File: config.mk
export PLATFORM = sky130hd
export DESIGN_NAME = brom_ctrl
export DESIGN_NICKNAME = d
export VERILOG_FILES = /design/src/rtl/brom_pkg.sv /design/src/rtl/brom_area_dec.sv /design/src/rtl/brom_seq_chk.sv /design/src/rtl/brom_timer.sv /design/src/rtl/brom_ctrl.sv
export SDC_FILE = /design/constraint.sdc
export NUM_CORES = 1
export LEC_CHECK = 0
export ABC_AREA = 1
export BUFFER_PORTS_ARGS = -buffer_cell sky130_fd_sc_hd__buf_2
export CAP_MARGIN = 10
export CELL_PAD_IN_SITES_DETAIL_PLACEMENT = 0
export CELL_PAD_IN_SITES_GLOBAL_PLACEMENT = 1
export CORE_ASPECT_RATIO = 0.7
export CORE_MARGIN = 2
export CORE_UTILIZATION = 31
export DETAILED_ROUTE_END_ITERATION = 8
export HOLD_SLACK_MARGIN = 0.05
export PLACE_DENSITY_LB_ADDON = 0.1
export SETUP_SLACK_MARGIN = 0.02
export SYNTH_ARGS = -nofsm -noshare
export SYNTH_HDL_FRONTEND = slang
export SYNTH_HIERARCHICAL = 1
export SYNTH_SLANG_ARGS = --single-unit
File: constraint.sdc
create_clock -name clk -period 1.8 [get_ports clk]
set_clock_uncertainty 0.1 [all_clocks]
set_input_delay 0.18 -clock clk [delete_from_list [all_inputs] [get_ports clk]]
set_output_delay 0.18 -clock clk [all_outputs]
set_load 0.02 [all_outputs]
File: src/rtl/brom_pkg.sv
package brom_pkg;

  typedef enum logic [2:0] {
    S_IDLE  = 3'd0,
    S_GAP   = 3'd1,
    S_FULL  = 3'd2,
    S_BURST = 3'd3,
    S_LINK  = 3'd4
  } brom_st_t;

  typedef struct packed {
    logic en;
    logic run8;
    logic slow;
    logic lng;
  } brom_cfg_t;

  // counter preload: states minus one
  function automatic logic [1:0] full_preload(input logic lng);
    return lng ? 2'd2 : 2'd1;
  endfunction

  function automatic logic [1:0] burst_preload(input logic slow);
    return slow ? 2'd1 : 2'd0;
  endfunction

endpackage

File: src/rtl/brom_area_dec.sv
module brom_area_dec #(
  parameter int AW = 24,
  parameter logic [AW-1:0] BASE = '0,
  parameter int LG = 20
) (
  input  logic [AW-1:0] addr,
  output logic          hit
);
  localparam int TW = AW - LG;
  localparam logic [TW-1:0] TAG = BASE[AW-1:LG];
  assign hit = (addr[AW-1:LG] == TAG);
endmodule

File: src/rtl/brom_seq_chk.sv
module brom_seq_chk #(
  parameter int AW = 24,
  parameter int GS_LG = 3,
  parameter int GL_LG = 4
) (
  input  logic [AW-1:0] cur,
  input  logic [AW-1:0] nxt,
  input  logic          run8,
  output logic          seq
);
  logic [AW-1:0] inc;
  logic same_s, same_l;
  assign inc    = cur + AW'(2);
  assign same_s = (nxt[AW-1:GS_LG] == cur[AW-1:GS_LG]);
  assign same_l = (nxt[AW-1:GL_LG] == cur[AW-1:GL_LG]);
  assign seq    = (nxt[AW-1:1] == inc[AW-1:1]) && (run8 ? same_l : same_s);
endmodule

File: src/rtl/brom_timer.sv
module brom_timer #(
  parameter int CW = 2
) (
  input  logic          clk,
  input  logic          rst_n,
  input  logic          load,
  input  logic [CW-1:0] load_val,
  input  logic          active,
  input  logic          stretch,
  input  logic          wait_n,
  output logic          last,
  output logic          cap
);
  logic [CW-1:0] cnt;
  assign last = (cnt == '0);
  assign cap  = active && last && !(stretch && !wait_n);
  always_ff @(posedge clk or negedge rst_n) begin
    if (!rst_n)                cnt <= '0;
    else if (load)             cnt <= load_val;
    else if (active && !last)  cnt <= cnt - CW'(1);
  end
endmodule

File: src/rtl/brom_ctrl.sv
module brom_ctrl
  import brom_pkg::*;
#(
  parameter int AW = 24,
  parameter logic [AW-1:0] AREA_BASE = '0,
  parameter int AREA_LG = 20,
  parameter int WORDS_S = 4,
  parameter int WORDS_L = 8
) (
  input  logic          clk,
  input  logic          rst_n,
  input  logic          req_valid,
  input  logic [AW-1:0] req_addr,
  input  logic          req_fetch,
  input  logic          cfg_en,
  input  logic          cfg_run8,
  input  logic          cfg_slow_burst,
  input  logic          cfg_long_init,
  input  logic          wait_n,
  output logic          rdy,
  output logic [15:0]   rdata,
  output logic [AW-1:0] rom_addr,
  output logic          rom_cs_n,
  output logic          rom_rd_n,
  input  logic [15:0]   rom_data
);
  localparam int GS_LG = $clog2(WORDS_S * 2);
  localparam int GL_LG = $clog2(WORDS_L * 2);

  brom_st_t      st, st_nx;
  brom_cfg_t     cfg_in, cfg_q;
  logic [AW-1:0] cur_addr;
  logic          cur_fetch;
  logic          rdy_q;
  logic [15:0]   rdata_q;

  logic area_hit, seq_ok, cont;
  logic take, latch_cfg;
  logic t_load, t_last, t_cap, t_active, t_stretch;
  logic [1:0] t_val;

  // observation wires for the checker
  logic burst_last, short_full_last, in_burst, idle_st;

  assign cfg_in = '{en: cfg_en, run8: cfg_run8, slow: cfg_slow_burst, lng: cfg_long_init};

  brom_area_dec #(.AW(AW), .BASE(AREA_BASE), .LG(AREA_LG)) u_dec (
    .addr(req_addr), .hit(area_hit)
  );

  brom_seq_chk #(.AW(AW), .GS_LG(GS_LG), .GL_LG(GL_LG)) u_seq (
    .cur(cur_addr), .nxt(req_addr), .run8(cfg_q.run8), .seq(seq_ok)
  );

  assign t_active  = (st == S_FULL) || (st == S_BURST);
  assign t_stretch = (st == S_FULL) && cfg_q.lng;

  brom_timer #(.CW(2)) u_tmr (
    .clk(clk), .rst_n(rst_n), .load(t_load), .load_val(t_val),
    .active(t_active), .stretch(t_stretch), .wait_n(wait_n),
    .last(t_last), .cap(t_cap)
  );

  assign cont = cfg_q.en && req_fetch && cur_fetch && seq_ok;

  always_comb begin
    st_nx     = st;
    take      = 1'b0;
    latch_cfg = 1'b0;
    t_load    = 1'b0;
    t_val     = 2'd0;
    case (st)
      S_IDLE: if (req_valid && area_hit) begin
        st_nx = S_FULL; take = 1'b1; latch_cfg = 1'b1;
        t_load = 1'b1; t_val = full_preload(cfg_long_init);
      end
      S_GAP: begin
        st_nx = S_FULL; latch_cfg = 1'b1;
        t_load = 1'b1; t_val = full_preload(cfg_long_init);
      end
      S_FULL, S_BURST: if (t_cap) st_nx = S_LINK;
      S_LINK: begin
        if (req_valid && area_hit) begin
          take = 1'b1;
          if (cont) begin
            st_nx = S_BURST; t_load = 1'b1; t_val = burst_preload(cfg_q.slow);
          end else begin
            st_nx = S_GAP;
          end
        end else begin
          st_nx = S_IDLE;
        end
      end
      default: st_nx = S_IDLE;
    endcase
  end

  always_ff @(posedge clk or negedge rst_n) begin
    if (!rst_n) begin
      st        <= S_IDLE;
      cfg_q     <= '0;
      cur_addr  <= '0;
      cur_fetch <= 1'b0;
      rdy_q     <= 1'b0;
      rdata_q   <= '0;
    end else begin
      st    <= st_nx;
      rdy_q <= t_cap;
      if (t_cap)     rdata_q <= rom_data;
      if (latch_cfg) cfg_q   <= cfg_in;
      if (take) begin
        cur_addr  <= {req_addr[AW-1:1], 1'b0};
        cur_fetch <= req_fetch;
      end
    end
  end

  assign rdy      = rdy_q;
  assign rdata    = rdata_q;
  assign rom_addr = cur_addr;
  assign rom_cs_n = !((st == S_FULL) || (st == S_BURST) || (st == S_LINK));
  assign rom_rd_n = (st == S_IDLE) || (st == S_GAP);

  assign burst_last      = (st == S_BURST) && t_last;
  assign short_full_last = (st == S_FULL) && t_last && !cfg_q.lng;
  assign in_burst        = (st == S_BURST);
  assign idle_st         = (st == S_IDLE);

endmodule

==> impl_results.md, run 1 <==
- Leakage: 2.44 nW
- Vias: 2978
- Net Count, Synth: 489
- Die area: 10100 um^2
- Dpl ws: -0.223 ns
- Biggest area consumer among synthesized cells: dfrtp_1
- Hpwl dp: 5910 um
- CTS tree: built
- Clock buffer count from CTS: 5
- Largest net degree at the start of global routing: 25
- WL/cell: 11.6 um
- Max Freq: 495 MHz
- CP Data Required Time: 1.94 ns
- Fin crit share: 112%
- Max Slew Vio Count: 0
- Worst path bufs/invs: 0
- Later-pin clock latency in the skew report: 0.30 ns
- Initial Utilization: 31.8%
- Ys async rst share: 100%
- Family with the most delay on the worst path: simple AND/OR/NAND/NOR gates
- Slowest cell on crit path: dfrtp_2
- Clock net sink count: 50
- Arrival time worst endpoint: 2.16 ns
- Synth warnings: 6
- Most frequent cell after synthesis: nand2_1
- Flop-to-flop setup slack: -0.22 ns
- Antenna violations before repair: 0
- Syn Area/Cell: 6.57 um^2
- Placed cell areas: 3690 um^2
- Reg2reg path depth: 17
- Hold Path Cell Cnt: 3
- Number of flops mapped to enable cells by yosys: 0
- MaxCap Viol Count: 0
- Final hold vios: 0
- PnR worst setup slack: -0.220 ns
- Post-synthesis cell count: 438
- 1st-pass router iterations: 4
- Crit-path most repeated cell: nand2_1
- Tot Pwr: 5.60 mW
- Setup violators final: 3
- Boundary pin count: 92
- Post-synthesis sequential area ratio: 43.5%
- Seq cells post-synth: 50
- Layout cells sized above 1: 27.1%
- Critical R2R Capture: u_tmr/cnt[1]$_DFFE_PN0P_
- Vias/cell: 4.17
- H-tree depth: 2
- Grt total ovfl: 0
- Cell Chain, Critical Path: ha_4, nand2_1, nand2_1, nand2_1, nor2_1, nand2_1, nor2_2, nand2_1, nor2_2, nand2_1, nor2_2, nand2_2, nand2_4, nand2_1, o21ai_1, nand2_1, nand2_1
- ANT cells: 0
- Minimum hold slack: 0.0514 ns
- Std-Cell Rows: 29
- Hold path startpoint: req_addr[19]
- Fin Setup TNS: -0.635 ns
- Fin area: 4170 um^2
- Critical path class: reg -> reg
- Failing checks: setup timing
- Die height: 84.6 um
- Mapped cell area: 2880 um^2
- Top cell type's share of synthesized area: 43.5%
- Initial drt markers: 154
- Clock slew at reported path FFs: 0.07 ns
- PortBufs: 89
- Final wirelength: 8280 um
- Critical R2R Launch: rom_addr[1]$_DFFE_PN0P_
- Global-route wire length before repair: 13600 um
- Synthesis-to-layout area growth: 44.9%
- Outcome: finished, violations left
- Worst setup EP type: flip-flop
- GRT Resource Usage Total: 16.9%
- Root Buffer Master: clkbuf_16
- Peak supply drop: 0.645 mV
- RSZ-0062 raised after global routing: yes
- Largest cells by area after synthesis: dfrtp_1 43%, nand2_1 29%, inv_1 7.0%, nand3_1 6.6%, nor2_1 4.7%
- Number of distinct library cells after synthesis: 21
- Die Wd: 119 um
- Residual DRC: 0
- Placer Congestion: 0.792
- Crit start category: flip-flop
- Antenna-violating nets left: 0
- Synth Flop Type: dfrtp_1
- Max incr delay on CP: 0.44 ns
- CP Max Fanout: 5
- Fin nets: 640
- Hold EP: rom_addr[19]$_DFFE_PN0P_
- Clock buffer depth: 2
- HP Class: in -> reg
- Pwr dens: 1340 nW/um^2
- CORE AREA: 9030 um^2
- Period minus WS final: 2.02 ns
- Vias in the first global route: 2864
- Synth top cells by count: 224 x nand2_1, 54 x inv_1, 50 x dfrtp_1
==> registers in the layout, summed over array words and instances (netlist names) <==
signal     count
rdy            1
cfg_q          4
cur_fetch      1
rom_addr      23
st             3
rdata         16
u_tmr/cnt      2
==> tightest hold or removal path: cells and delay by family <==
kind,cells,cell delay [ns]
buf+inv,1,0.10
simple gates,2,0.13
==> stage by stage <==
step           std cells  util [%]
5_1_grt              714      46.1
6_report             714      46.1
2_1_floorplan        438         -
4_1_cts              714      45.9
3_3_place_gp         676      40.9
3_5_place_dp         676      40.9
==> report_power, final <==
group / total [mW] / internal, mW / switching (mW)
sequential: 1.96 / 1.58 / 0.388
clock: 1.01 / 0.560 / 0.454
combinational: 2.62 / 1.05 / 1.57
==> metal layers <==
metal  GRT usage (%)  routed length, um
met1            23.1               4190
met2            26.8               3580
met3            4.14                425
met4            4.44                 74
met5               0                  0
==> layout by cell type (no fill, tap or decap) <==
master	synthesis	routed
clkbuf_16	0	5
nand3b_1	1	1
nand2_2	1	5
dfrtp_1	50	47
clkinv_1	1	1
a21oi_1	3	3
inv_1	54	53
buf_4	6	37
o21ai_0	3	1
nor2_1	36	35
o21ai_2	0	1
nand2_4	1	2
buf_12	0	1
dfrtp_2	0	3
clkinv_4	0	2
nor2_2	5	5
o21ai_1	0	1
xnor2_1	1	1
ha_1	2	1
buf_2	2	89
ha_4	0	1
clkbuf_8	0	1
dlygate4sd3_1	0	27
inv_2	3	4
o22ai_1	1	1
conb_1	1	1
nand2_1	224	219
nand3_1	38	38
nor2_4	3	4
==> kinds of logic after synthesis <==
kind of cell               count (synthesis)  synth area share, %
AOI/OAI and AO/OA                          7                 1.26
xor gates and xnor gates                   1                0.305
adders and majority gates                  2                0.870
buffers and inverters                     68                 10.3
DFF                                       50                 43.5
other                                      1                0.130
and+or+nand+nor                          309                 43.7
==> timing repair <==
action | 4_1_cts | 5_1_grt
pin swaps | 8 | 12
setup endpoints to repair | 2 | 3
hold buffers | 27 | 0
setup buffers | 3 | 0
gates resized for setup | 3 | 7
hold endpoints to repair | 41 | 0
==> how the worst max path moves through the flow <==
stage / cells after the start / to / from
4_1_cts: 17 / u_tmr/cnt[1]$_DFFE_PN0P_ / rom_addr[1]$_DFFE_PN0P_
6_report: 17 / u_tmr/cnt[1]$_DFFE_PN0P_ / rom_addr[1]$_DFFE_PN0P_
3_3_place_gp: 15 / u_tmr/cnt[1]$_DFFE_PN0P_ / rom_addr[1]$_DFFE_PN0P_
2_1_floorplan: 17 / u_tmr/cnt[0]$_DFFE_PN0P_ / rom_addr[2]$_DFFE_PN0P_
5_1_grt: 17 / u_tmr/cnt[1]$_DFFE_PN0P_ / rom_addr[1]$_DFFE_PN0P_
3_5_place_dp: 15 / u_tmr/cnt[0]$_DFFE_PN0P_ / rom_addr[1]$_DFFE_PN0P_
==> final cells by class <==
| type | instances | area (um^2) |
|---|---|---|
| clock inverters | 2 | 17.5 |
| well taps | 124 | 155 |
| repair buffers | 154 | 1010 |
| clock buffers | 6 | 139 |
| flip-flops and latches | 50 | 1250 |
| fillers | 958 | 4870 |
| inverters | 58 | 218 |
| multi-input cells | 320 | 1370 |
(Power assumes the default switching activity.)
==> run 2, diff against run 1 <==
--- a/config.mk
+++ b/config.mk
@@ -6,6 +6,7 @@
 export NUM_CORES = 1
 export LEC_CHECK = 0
 export ABC_AREA = 1
+export ABC_CLOCK_PERIOD_IN_PS = 1800
 export BUFFER_PORTS_ARGS = -buffer_cell sky130_fd_sc_hd__buf_2
 export CAP_MARGIN = 10
 export CELL_PAD_IN_SITES_DETAIL_PLACEMENT = 0
@@ -14,6 +15,7 @@
 export CORE_MARGIN = 2
 export CORE_UTILIZATION = 31
 export DETAILED_ROUTE_END_ITERATION = 8
+export GPL_ROUTABILITY_DRIVEN = 0
 export HOLD_SLACK_MARGIN = 0.05
 export PLACE_DENSITY_LB_ADDON = 0.1
 export SETUP_SLACK_MARGIN = 0.02
==> constraint.sdc (replaced) <==
create_clock -name clk -period 1.8 [get_ports clk]
set_clock_uncertainty 0.1 [all_clocks]
set_input_delay 0.18 -clock clk [delete_from_list [all_inputs] [get_ports clk]]
set_output_delay 0.18 -clock clk [all_outputs]
set_load 0.005 [all_outputs]
==> run 2 against run 1 <==
The flow still finishes with violations (setup timing). Non-clock buffer count shrank 4. Register-to-register slack lost 0.04 ns. First-iteration DRC count shrank 43%. Cell area shrank 1.3%. Sequential cell count is the same. Largest cell class unchanged.
==> impl_results.md, run 2 (synthesized netlist as in run 1, its figures left out) <==
- Outcome: finished, violations left (unchanged)
- Failing checks: setup timing (unchanged)
- Root Buffer Master: clkbuf_16 (unchanged)
- Sw Ratio: 38.2% (was 43.0%)
- Antenna-violating nets left: 0 (unchanged)
- Internal: 3.13 mW (was 3.19 mW)
- Initial Utilization: 31.8% (unchanged)
- WL/cell: 11.7 um (was 11.6 um)
- Worst setup EP type: flip-flop (unchanged)
- Largest net degree at the start of global routing: 51 (was 25)
- Hpwl dp: 5740 um (was 5910 um)
- Clock buffer depth: 2 (unchanged)
- CP Data Required Time: 1.94 ns (about the same)
- Fin nets: 636 (was 640)
- HP Class: in -> reg (unchanged)
- Grt met1 use: 24.5% (was 23.1%)
- Peak supply drop: 0.551 mV (was 0.645 mV)
- Synthesis-to-layout area growth: 43.1% (was 44.9%)
- RSZ-0062 raised after global routing: yes (unchanged)
- PnR worst setup slack: -0.262 ns (was -0.220 ns)
- Grt total ovfl: 0 (unchanged)
- Later-pin clock latency in the skew report: 0.29 ns (was 0.30 ns)
- Fin area: 4120 um^2 (was 4170 um^2)
- Fin crit share: 115% (was 112%)
- Final hold vios: 0 (unchanged)
- Max Slew Vio Count: 0 (unchanged)
- Crit start category: flip-flop (unchanged)
- Met3 usage: 4.08% (was 4.14%)
- Die height: 84.6 um (unchanged)
- Commonest non-fill, non-tap cell in the layout: nand2_1 (unchanged)
- Clock group share of total power: 19.9% (was 18.1%)
- Pwr dens: 1230 nW/um^2 (was 1340 nW/um^2)
- Leakage: 2.42 nW (was 2.44 nW)
- Antenna violations before repair: 0 (unchanged)
- Vias in the first global route: 2821 (was 2864)
- Sw Pwr: 1.94 mW (was 2.41 mW)
- CP Max Fanout: 5 (unchanged)
- Minimum hold slack: 0.0550 ns (was 0.0514 ns)
- Initial drt markers: 88 (was 154)
- GRT Resource Usage Total: 17.1% (was 16.9%)
- Period minus WS final: 2.06 ns (was 2.02 ns)
- Setup violators final: 2 (was 3)
- Power share of the combinational group: 41.6% (was 46.8%)
- Vias: 3020 (was 2978)
- PortBufs: 89 (unchanged)
- Clock net sink count: 50 (unchanged)
- MaxCap Viol Count: 0 (unchanged)
- Grt met2 use: 26.1% (was 26.8%)
- Register share of total power: 38.5% (was 35.1%)
- CTS tree: built (unchanged)
- Arrival time worst endpoint: 2.20 ns (was 2.16 ns)
- Placed Instances: 672 (was 676)
- Layout cells sized above 1: 25.3% (was 27.1%)
- Final wirelength: 8280 um (about the same)
- Layout Utilization: 45.6% (was 46.1%)
- Largest register FFs: 23 (unchanged)
- ANT cells: 0 (unchanged)
- Die Wd: 119 um (unchanged)
- Clock buffer count from CTS: 5 (unchanged)
- Vias/cell: 4.25 (was 4.17)
- Std-Cell Rows: 29 (unchanged)
- Global-route wire length before repair: 13700 um (was 13600 um)
- 1st-pass router iterations: 4 (unchanged)
- Max Freq: 485 MHz (was 495 MHz)
- Die area: 10100 um^2 (unchanged)
- Busiest metal layer after global routing: met2 (unchanged)
- Dpl ws: -0.262 ns (was -0.223 ns)
- Placed cell areas: 3650 um^2 (was 3690 um^2)
- Fin Setup TNS: -0.513 ns (was -0.635 ns)
- Clock slew at reported path FFs: 0.07 ns (about the same)
- H-tree depth: 2 (unchanged)
- Residual DRC: 0 (unchanged)
- Critical path class: reg -> reg (unchanged)
- CORE AREA: 9030 um^2 (unchanged)
- Most frequent cells in the layout: 221 x nand2_1, 89 x buf_2, 54 x inv_1 (was 219 x nand2_1, 89 x buf_2, 53 x inv_1)
- Tot Pwr: 5.07 mW (was 5.60 mW)
- Fin cells: 710 (was 714)
- Boundary pin count: 92 (unchanged)
## run 2: worst paths after layout
path                       cells after the start  slack [ns]                     from                  endpoint
hold reg to reg                                2        0.37     rdata[9]$_DFFE_PN0P_      rdata[9]$_DFFE_PN0P_
min in group asynchronous                      3        0.31                    rst_n      rdata[8]$_DFFE_PN0P_
setup / recovery                              15       -0.26  rom_addr[2]$_DFFE_PN0P_  u_tmr/cnt[0]$_DFFE_PN0P_
hold / removal                                 3        0.05             req_addr[10]  rom_addr[10]$_DFFE_PN0P_
max in group asynchronous                      3        1.05                    rst_n      rdata[1]$_DFFE_PN0P_
setup reg to reg                              15       -0.26  rom_addr[2]$_DFFE_PN0P_  u_tmr/cnt[0]$_DFFE_PN0P_
## run 2: cell type report
cell class,count,area (um^2)
Clock buffer,6,139
Fill cell,946,4920
Tap cell,124,155
Multi-Input combinational cell,320,1350
Timing Repair Buffer,150,988
Inverter,58,218
Clock inverter,2,16.3
Sequential cell,50,1250
## run 2: metal layers
metal,vias up,wire length [um]
met3,7,433
li1,1599,-
met1,1345,4290
met2,69,3470
met5,-,0
met4,0,85
## run 2: worst max-delay path: stages (launching register included)
cell and delay [ns]:
dfrtp_1 0.36, ha_1 0.24, nand2_1 0.08, nor2_2 0.14, a21oi_1 0.09, nor2_1 0.10, nand3_1 0.11, nor2_2 0.12
nand2_1 0.07, nor2_2 0.13, nand2_1 0.09, nand2_2 0.13, inv_2 0.07, nand2_2 0.08, nand2_1 0.06, nand2_1 0.05
## run 2: timing repair
action	4_1_cts	5_1_grt
hold endpoints to repair	78	0
endpoints found under the setup margin	3	7
gates resized for setup	1	4
setup buffers	0	1
pin swaps	2	2
hold buffers	29	0
## run 2: power groups by stage
stage                     Sequential, mW  Combinational (mW)  Clock (mW)
after floorplan                     1.97                1.04           0
after global routing                2.02                2.44        1.10
final                               1.95                2.11        1.01
after CTS                           1.95                2.12        1.06
after detailed placement            1.96                2.07           0
after global placement              1.96                2.06           0
